## src/rtl/i2c_seq_pkg.sv

```systemverilog
package i2c_seq_pkg;
  typedef enum logic [2:0] {
    OP_NONE   = 3'd0,
    OP_START  = 3'd1,
    OP_RSTART = 3'd2,
    OP_STOP   = 3'd3,
    OP_WRITE  = 3'd4,
    OP_READ   = 3'd5
  } op_e;

  typedef enum logic [3:0] {
    S_FETCH,
    S_STOP_PRE,
    S_START,
    S_RSTART,
    S_ADDR,
    S_DATA,
    S_STOP_POST,
    S_DRAIN,
    S_STOP_ABORT
  } state_e;
endpackage

```

## src/rtl/i2c_seq_frame.sv

```systemverilog
module i2c_seq_frame
  import i2c_seq_pkg::*;
(
  input  logic   active_i,
  input  logic   prev_rd_i,
  input  logic   rd_i,
  input  logic   restart_i,
  input  logic   restart_en_i,
  input  logic   gc_i,
  input  logic   special_i,
  output state_e nxt_o
);
  always_comb begin
    if (rd_i && gc_i && special_i)             nxt_o = S_DRAIN;
    else if (!active_i)                        nxt_o = S_START;
    else if (restart_i || (rd_i != prev_rd_i)) nxt_o = restart_en_i ? S_RSTART : S_STOP_PRE;
    else                                       nxt_o = S_DATA;
  end
endmodule

```

## src/rtl/i2c_seq_rx.sv

```systemverilog
module i2c_seq_rx #(
  parameter int DATA_W = 8,
  parameter int RX_W   = 12
) (
  input  logic              clk_i,
  input  logic              rst_ni,
  input  logic              push_i,
  input  logic              first_i,
  input  logic [DATA_W-1:0] data_i,
  output logic              valid_o,
  output logic [RX_W-1:0]   word_o
);
  localparam int PAD_W = RX_W - DATA_W - 1;

  always_ff @(posedge clk_i or negedge rst_ni) begin
    if (!rst_ni) begin
      valid_o <= 1'b0;
      word_o  <= '0;
    end else begin
      valid_o <= push_i;
      if (push_i) word_o <= {first_i, {PAD_W{1'b0}}, data_i};
    end
  end
endmodule

```

## src/rtl/i2c_cmd_seq.sv

```systemverilog
module i2c_cmd_seq
  import i2c_seq_pkg::*;
#(
  parameter  int ADDR_W = 7,
  localparam int DATA_W = ADDR_W + 1,
  localparam int CMD_W  = DATA_W + 3,
  localparam int RX_W   = DATA_W + 4
) (
  input  logic              clk_i,
  input  logic              rst_ni,
  input  logic              cmd_valid_i,
  output logic              cmd_ready_o,
  input  logic [CMD_W-1:0]  cmd_i,
  input  logic              restart_en_i,
  input  logic [ADDR_W-1:0] tar_addr_i,
  input  logic              tar_gc_i,
  input  logic              tar_special_i,
  output logic              op_valid_o,
  output logic [2:0]        op_code_o,
  output logic [DATA_W-1:0] op_wdata_o,
  output logic              op_ack_o,
  input  logic              op_done_i,
  input  logic              op_nack_i,
  input  logic [DATA_W-1:0] op_rdata_i,
  output logic              rx_valid_o,
  output logic [RX_W-1:0]   rx_word_o,
  output logic              abort_o,
  output logic              stall_o
);
  localparam int RD_B   = DATA_W;
  localparam int STOP_B = DATA_W + 1;
  localparam int RST_B  = DATA_W + 2;

  state_e            state_q, frame_nxt;
  logic [CMD_W-1:0]  cmd_q;
  logic              active_q, prev_rd_q, first_q, abort_q;
  logic              cur_rd, cur_stop, rx_push;
  logic [DATA_W-1:0] addr_byte;
  op_e               op;

  assign cur_rd    = cmd_q[RD_B];
  assign cur_stop  = cmd_q[STOP_B];
  assign addr_byte = tar_gc_i ? '0 : {tar_addr_i, cur_rd};

  i2c_seq_frame u_frame (
    .active_i     (active_q),
    .prev_rd_i    (prev_rd_q),
    .rd_i         (cmd_i[RD_B]),
    .restart_i    (cmd_i[RST_B]),
    .restart_en_i (restart_en_i),
    .gc_i         (tar_gc_i),
    .special_i    (tar_special_i),
    .nxt_o        (frame_nxt)
  );

  always_comb begin
    op         = OP_NONE;
    op_wdata_o = '0;
    op_ack_o   = 1'b0;
    unique case (state_q)
      S_STOP_PRE, S_STOP_POST, S_STOP_ABORT: op = OP_STOP;
      S_START:  op = OP_START;
      S_RSTART: op = OP_RSTART;
      S_ADDR: begin
        op         = OP_WRITE;
        op_wdata_o = addr_byte;
      end
      S_DATA: begin
        op         = cur_rd ? OP_READ : OP_WRITE;
        op_wdata_o = cur_rd ? '0 : cmd_q[DATA_W-1:0];
        op_ack_o   = cur_rd & ~cur_stop;  // NACK the last read before STOP
      end
      default: op = OP_NONE;
    endcase
  end

  assign op_valid_o  = (op != OP_NONE);
  assign op_code_o   = op;
  assign cmd_ready_o = (state_q == S_FETCH) || (state_q == S_DRAIN);
  assign stall_o     = (state_q == S_FETCH) && active_q && !cmd_valid_i;
  assign abort_o     = abort_q;
  assign rx_push     = (state_q == S_DATA) && op_done_i && cur_rd;

  always_ff @(posedge clk_i or negedge rst_ni) begin
    if (!rst_ni) begin
      state_q   <= S_FETCH;
      cmd_q     <= '0;
      active_q  <= 1'b0;
      prev_rd_q <= 1'b0;
      first_q   <= 1'b0;
      abort_q   <= 1'b0;
    end else begin
      abort_q <= 1'b0;
      unique case (state_q)
        S_FETCH: if (cmd_valid_i) begin
          cmd_q   <= cmd_i;
          state_q <= frame_nxt;
          if (frame_nxt == S_DRAIN) abort_q <= 1'b1;
        end
        S_STOP_PRE: if (op_done_i) state_q <= S_START;
        S_START, S_RSTART: if (op_done_i) begin
          active_q <= 1'b1;
          state_q  <= S_ADDR;
        end
        S_ADDR: if (op_done_i) begin
          if (op_nack_i) begin
            abort_q <= 1'b1;
            state_q <= S_DRAIN;
          end else begin
            first_q <= 1'b1;
            state_q <= S_DATA;
          end
        end
        S_DATA: if (op_done_i) begin
          if (!cur_rd && op_nack_i) begin
            abort_q <= 1'b1;
            state_q <= S_DRAIN;
          end else begin
            first_q   <= 1'b0;
            prev_rd_q <= cur_rd;
            state_q   <= cur_stop ? S_STOP_POST : S_FETCH;
          end
        end
        S_STOP_POST, S_STOP_ABORT: if (op_done_i) begin
          active_q <= 1'b0;
          state_q  <= S_FETCH;
        end
        S_DRAIN: if (!cmd_valid_i) state_q <= active_q ? S_STOP_ABORT : S_FETCH;
        default: state_q <= S_FETCH;
      endcase
    end
  end

  i2c_seq_rx #(.DATA_W(DATA_W), .RX_W(RX_W)) u_rx (
    .clk_i   (clk_i),
    .rst_ni  (rst_ni),
    .push_i  (rx_push),
    .first_i (first_q),
    .data_i  (op_rdata_i),
    .valid_o (rx_valid_o),
    .word_o  (rx_word_o)
  );
endmodule

```

## config.mk

```make
export PLATFORM = sky130hd
export DESIGN_NAME = i2c_cmd_seq
export DESIGN_NICKNAME = d
export VERILOG_FILES = /design/src/rtl/i2c_seq_pkg.sv /design/src/rtl/i2c_seq_frame.sv /design/src/rtl/i2c_seq_rx.sv /design/src/rtl/i2c_cmd_seq.sv
export SDC_FILE = /design/constraint.sdc
export NUM_CORES = 1
export LEC_CHECK = 0
export BUFFER_PORTS_ARGS = -buffer_cell sky130_fd_sc_hd__buf_2
export CAP_MARGIN = 20
export CORE_UTILIZATION = 53
export CTS_CLUSTER_SIZE = 10
export DETAILED_ROUTE_END_ITERATION = 8
export MAX_ROUTING_LAYER = met4
export PLACE_DENSITY = 0.83
export SYNTH_ARGS = -nofsm -noshare
export SYNTH_HDL_FRONTEND = slang
export SYNTH_HIERARCHICAL = 1
export SYNTH_SLANG_ARGS = --single-unit
```

## constraint.sdc

```tcl
create_clock -name clk_i -period 4 [get_ports clk_i]
set_clock_uncertainty 0.2 [all_clocks]
set_input_delay 0.4 -clock clk_i [delete_from_list [all_inputs] [get_ports clk_i]]
set_output_delay 0.4 -clock clk_i [all_outputs]
set_load 0.05 [all_outputs]
```

==> results_dict.tcl, run 1 <==
set metrics [dict create \
    worstMarginPinSlew_ps 1080 \
    register_area_um2 700.7 \
    die_w_um 59.14 \
    synth_warnings 6 \
    num_rows 20 \
    area_delta_synth_final_pct 17.71 \
    cts_tree "done" \
    critical_path_class "flop to output pin" \
    cts_buffers 3 \
    hold_class "input port to flop" \
    multiInputGateArea_um2 928.4 \
    worst-path-buf-inv 1 \
    nFillCells 265 \
    ctsHtreeMaxLevel 1 \
    power.density_nw_per_um2 900.5 \
    slowest_delay_ps 740 \
    ys_seq_area_frac 0.4049 \
    arrival_ps 2240 \
    timing.rr.start "state_q[2]" \
    io_buffers 59 \
    ys_top_cells_by_area "dfrtp_1, mux2_4, a22o_1" \
    finalCritPeriodShare 0.7101 \
    synth_fa_ha_area_frac 0 \
    cp_slowest_cell "dfrtp_1" \
    max-vdd-ir-drop_uv 592.7 \
    grt_pass1_vias 1243 \
    antenna_found_initial 0 \
    setup_tns_ps 0 \
    path_cells "nand2b_1, nor3_2, a22o_1, buf_2" \
    routedWlPerCell_um 13.89 \
    end_kind "output pin" \
    synth_cells 167 \
    setup_ws_ps 1160 \
    grt_use_total 0.2284 \
    synth-edff-count 0 \
    gp_congestion 0.8591 \
    clock.fmax_mhz 352.1 \
    cts-root-buf "clkbuf_4" \
    grt_setup_unrepaired "no" \
    final_nets 253 \
    synth-compound-area-share 0.1656 \
    synthXorXnorAreaFrac 0 \
    synthSimpleGateAreaFrac 0.1815 \
    grt_remaining_overflow 0 \
    synth_top_area_share 0.4049 \
    reg2regPathDepth 4 \
    drive_gt1_frac 0.4174 \
    clkSinkCount 28 \
    timing.final.max_slew_violations 0 \
    ys_types 44 \
    initial_utilization 0.5622 \
    drc 0 \
    dieArea_um2 3498 \
    crit_path_max_fanout 21 \
    ioPinCount 63 \
    crit_path_start "state_q[2]" \
    diodes 0 \
    crit_end "op_wdata_o[0]" \
    dp_hpwl_mm 2.639 \
    p_leak_nw 1.049 \
    avgSynthCellArea_um2 10.36 \
    relSlewSlack 0.2775 \
    reg2reg_to "u_rx/word_o[7]" \
    num_vias 1419 \
    cts_max_path_buffers 2 \
    synthesis.area_um2 1730 \
    grt_max_degree 29 \
    drtIter0Drc 69 \
    critPathTopFamily "flip-flops" \
    insertion_delay_ps 330 \
    fp.coreArea_um2 3078 \
    antenna_left 0 \
    max-cap-violations 0 \
    grt_pass1_wl_mm 5.858 \
    routed_wl_mm 3.638 \
    yosysMostFrequentCell "dfrtp_1" \
    setup_viol 0 \
    synth-seq-cells 28 \
    synth_top_flop_cell "dfrtp_1" \
    crit_cells 4 \
    yosysTopAreaCell "dfrtp_1" \
    drtPass1Iterations 4 \
    startpoint_type "flop" \
    ys_async_sr_fraction 1.000 \
    synth_common_cells "dfrtp_1, mux2_4, nor2_1" \
    synth_top_family_by_area "simple AND/OR/NAND/NOR gates" \
    clk_pin_slew_ps 150 \
    status "finished clean" \
    ff2ff_setup_slack_ps 1310 \
    period_minus_slack_ps 2840 \
    chipHeight_um 59.14 \
    worstPathRequired_ps 3400 \
    place_ws_ps 1335 \
    synth.area.mux_share 0.1808 \
    cts_setup_buffers 0 \
    via_per_inst 5.416 \
    timing.final.hold_violations 0 \
]
==> layout make-up <==
cell class	count	area share
inverters	3	0.005528
repair buffers	60	0.1499
multi-input cells	123	0.4558
clock buffers	4	0.01781
well taps	44	0.02703
flip-flops and latches	28	0.3440
==> flip-flops by register name, indices dropped and copies added, names as in the netlist <==
register / count
abort_o: 1
state_q: 4
cmd_q: 10
u_rx/valid_o: 1
u_rx/word_o: 9
first_q: 1
prev_rd_q: 1
active_q: 1
==> routing by layer <==
| metal | up-vias | global-route usage | share of wire |
|---|---|---|---|
| li1 | 695 | - | - |
| met1 | 671 | 0.3202 | 0.47 |
| met2 | 48 | 0.3539 | 0.47 |
| met3 | 5 | 0.03057 | 0.048 |
| met4 | 0 | 0.05102 | 0.011 |
| met5 | - | - | 0 |
==> through the flow <==
step | instances | hold slack [ps] | total power (W) | cell area, um2 | utilization
final | 262 | 91.11 | 0.001834 | 2037 | 0.6618
after global routing | 262 | 74.54 | 0.001955 | 2037 | 0.6618
after CTS | 262 | 88.59 | 0.001840 | 2037 | 0.6618
after detailed placement | 257 | 249.5 | 0.001697 | 1991 | 0.6467
after global placement | 257 | 239.5 | 0.001677 | 1991 | 0.6467
after floorplan | 169 | -95.59 | 0.001502 | 1738 | -
==> layout by cell type (no fill, tap or decap), types with 2 or more instances in the layout <==
master    synthesis  layout
buf_2             3      59
dfrtp_1          28      28
mux2_4           18      18
nor2_1           16      16
a22o_1           10      10
a21oi_1           9       9
nand2_1           9       9
o21ai_0           6       6
nand2b_1          5       5
nor2b_1           4       4
conb_1            2       4
inv_1             3       3
o22ai_1           3       3
nand3_1           3       3
or3_1             3       3
clkbuf_4          0       3
mux2i_1           2       2
mux2_2            2       2
and2_1            2       2
nor3_2            2       2
and3_1            2       2
and3b_1           2       2
a21o_1            2       2
a31oi_1           2       2
==> power breakdown <==
group          switching [W]  internal, W
Combinational       0.000695     0.000417
Sequential          0.000168     0.000416
Clock              0.0000823    0.0000557
Total               0.000945     0.000889
==> cell families (layout without fill, tap and decap cells) <==
family,after synthesis,in the layout
AOI/OAI and AO/OA,41,41
buffers and inverters,18,67
DFF,28,28
muxes,22,22
other,2,4
and+or+nand+nor,56,56
==> worst min path at each step <==
stage,from,endpoint,slack [ps],depth (start not counted)
after floorplan,rst_ni,abort_o,-100,0
after global placement,rst_ni,u_rx/word_o[11],240,1
final,op_rdata_i[6],u_rx/word_o[6],90,2
after global routing,op_rdata_i[4],u_rx/word_o[4],70,2
after CTS,cmd_i[1],cmd_q[1],90,2
after detailed placement,rst_ni,u_rx/word_o[11],250,1
==> worst register-to-register path: stages (launching register included) <==
cell and delay (ps):
dfrtp_1 740, and4bb_2 380, nand2_1 90, nor2_1 830, mux2_4 360
==> timing repair <==
item                      in CTS  in global routing
hold buffers                   1                  0
hold endpoints to repair      28                  0
gates resized for setup        0                  0
No activity file was read; power rests on OpenSTA's default activity.
==> inputs of run 2 (changes only) <==
- ABC_AREA: unset -> 1
- CORE_UTILIZATION: 53 -> 48
- PLACE_DENSITY: 0.83 -> 0.77
- clock period: 4 -> 2.7 ns (I/O delays scaled with it)
==> results_dict.tcl, run 2 <==
set metrics [dict create \
    status "finished clean" \
    ys_top_cells_by_area "dfrtp_1, nand2_1, nand3_1" \
    setup_viol 0 \
    synth_warnings 6 \
    io_buffers 59 \
    diodes 0 \
    grt_setup_unrepaired "no" \
    chipHeight_um 60.30 \
    synthesis.area_um2 1632 \
    end_kind "output pin" \
    synth_top_flop_cell "dfrtp_1" \
    max-vdd-ir-drop_uv 512.0 \
    drive_gt1_frac 0.3156 \
    layout_commonest_cell "nand2_1" \
    cts_tree "done" \
    num_rows 20 \
    grt_use_total 0.2313 \
    die_w_um 60.30 \
    ctsResizeCount 0 \
    worstPathRequired_ps 2230 \
    clkSinkCount 28 \
    num_vias 1631 \
    clock.fmax_mhz 403.5 \
    post_dp_cell_area_um2 1933 \
    insertion_delay_ps 320 \
    antenna_left 0 \
    area_delta_synth_final_pct 33.36 \
    cts_buffers 3 \
    cts-root-buf "clkbuf_4" \
    worstMarginPinSlew_ps 617.2 \
    crit_path_max_fanout 8 \
    synth-edff-count 0 \
    hold_slack_ps 59.06 \
    register_area_um2 700.7 \
    grt_use_met1 0.2847 \
    grt_pass1_wl_mm 6.099 \
    timing.final.max_slew_violations 0 \
    yosysMostFrequentCell "nand2_1" \
    via_per_inst 4.728 \
    synth_common_cells "nand2_1, dfrtp_1, inv_1" \
    clk_pin_slew_ps 150 \
    synth-seq-cells 28 \
    cp_slowest_cell "dfrtp_1" \
    avgSynthCellArea_um2 7.316 \
    finalCritPeriodShare 0.9180 \
    final_nets 336 \
    grt_remaining_overflow 0 \
    cts_max_path_buffers 2 \
    drtPass1Iterations 4 \
    drtIter0Drc 53 \
    antenna_found_initial 0 \
    multiInputGateArea_um2 750.7 \
    drc 0 \
    relSlewSlack 0.5885 \
    synth_cells 223 \
    ctsHtreeMaxLevel 1 \
    ys_async_sr_fraction 1.000 \
    routedWlPerCell_um 11.23 \
    dp_hpwl_mm 2.745 \
    synth_top_area_share 0.4294 \
    routed_wl_mm 3.875 \
    top_usage_layer "met2" \
    ioPinCount 63 \
    ys_seq_area_frac 0.4294 \
    gp_congestion 0.9133 \
    setup_tns_ps 0 \
    p_leak_nw 1.266 \
    arrival_ps 2010 \
    reg.largest.list "cmd_q x10, u_rx/word_o x9, state_q x4" \
    path_cells "nor2_4, inv_2, nor2_4, inv_2, or2_1, o21ai_2, buf_2" \
    startpoint_type "flop" \
    grt_pass1_vias 1421 \
    max-cap-violations 0 \
    design_area_um2 2176 \
    period_minus_slack_ps 2479 \
    initial_utilization 0.5216 \
    power.density_nw_per_um2 1132 \
    fin_util 0.6956 \
    hold_class "input port to flop" \
    grt_use_met2 0.4129 \
    ys_types 22 \
    critical_path_class "flop to output pin" \
    yosysTopAreaCell "dfrtp_1" \
    grt_max_degree 29 \
    met3_usage 0.02597 \
    nFillCells 291 \
    layout_common_cells "nand2_1, buf_2, dfrtp_1, inv_1, nand3_1" \
    timing.final.hold_violations 0 \
    fp.coreArea_um2 3128 \
    largest_reg_flops 10 \
    dieArea_um2 3636 \
    regMostFlops "cmd_q" \
    slowest_delay_ps 490 \
]
[run 2: cell types whose count changed in the layout (fill, tap and decap cells not counted), moves of 7 or more]
cell / delta
a21oi_1: -7
a22o_1: -10
dlygate4sd3_1: +18
inv_1: +20
inv_2: +7
mux2_4: -18
nand2_1: +77
nand2_2: +7
nand3_1: +17
nor2_1: -7
o21ai_2: +7
[run 2: layer usage]
| layer | up-vias | wire length (um) |
|---|---|---|
| met4 | 0 | 9 |
| met5 | - | 0 |
| met2 | 47 | 2000 |
| met1 | 739 | 1736 |
| met3 | 2 | 129 |
| li1 | 843 | - |
[run 2: path summary, 6_finish.rpt]
path | slack (ps) | end | depth (start not counted) | startpoint
max | 220 | op_wdata_o[5] | 7 | state_q[0]
min | 60 | first_q | 3 | op_done_i
max reg2reg | 760 | cmd_q[6] | 6 | state_q[2]
min reg2reg | 290 | u_rx/word_o[5] | 2 | u_rx/word_o[5]
max in group asynchronous | 1620 | u_rx/word_o[6] | 2 | rst_ni
min in group asynchronous | 280 | state_q[3] | 2 | rst_ni
[run 2: where the power goes]
group	switching (W)	internal (W)	total, W
combinational	0.00108	0.000388	0.00147
sequential	0.000130	0.000598	0.000727
clock	0.000120	0.000150	0.000270
total	0.00133	0.00114	0.00246
[run 2: kinds of logic (layout without fill, tap and decap cells)]
| family | count (synthesis) | after routing | share of synthesized area |
|---|---|---|---|
| AO/OA/AOI/OAI | 17 | 17 | 0.07362 |
| buffers and inverters | 39 | 115 | 0.1150 |
| flip-flops | 28 | 28 | 0.4294 |
| other | 2 | 4 | 0.004603 |
| AND/OR/NAND/NOR | 137 | 137 | 0.3773 |
[run 2: repair_timing]
item,in CTS,in global routing
hold endpoints to repair,46,0
endpoints found under the setup margin,0,0
hold buffers,19,0
setup buffers,0,0
[run 2: final cells by class]
cell class,count,area share
Multi-Input combinational cell,158,0.3450
Timing Repair Buffer,80,0.2300
Sequential cell,28,0.3220
Clock inverter,1,0.01380
Inverter,31,0.05348
Tap cell,44,0.02530
Clock buffer,3,0.01035
[run 2: critical path: cells and delay by family, from the launching register on]
family / cells / cell delay [ps]
DFF: 1 / 490
buffers and inverters: 3 / 370
AOI/OAI and AO/OA: 1 / 180
and+or+nand+nor: 3 / 640
[run 2: stage by stage]
step	total power [W]	setup slack [ps]	instances
floorplan	0.001875	610.2	225
global placement	0.002153	617.2	322
detailed placement	0.002177	592.4	322
CTS	0.002471	202.3	345
global route	0.002646	94.04	345
finish	0.002463	221.5	345
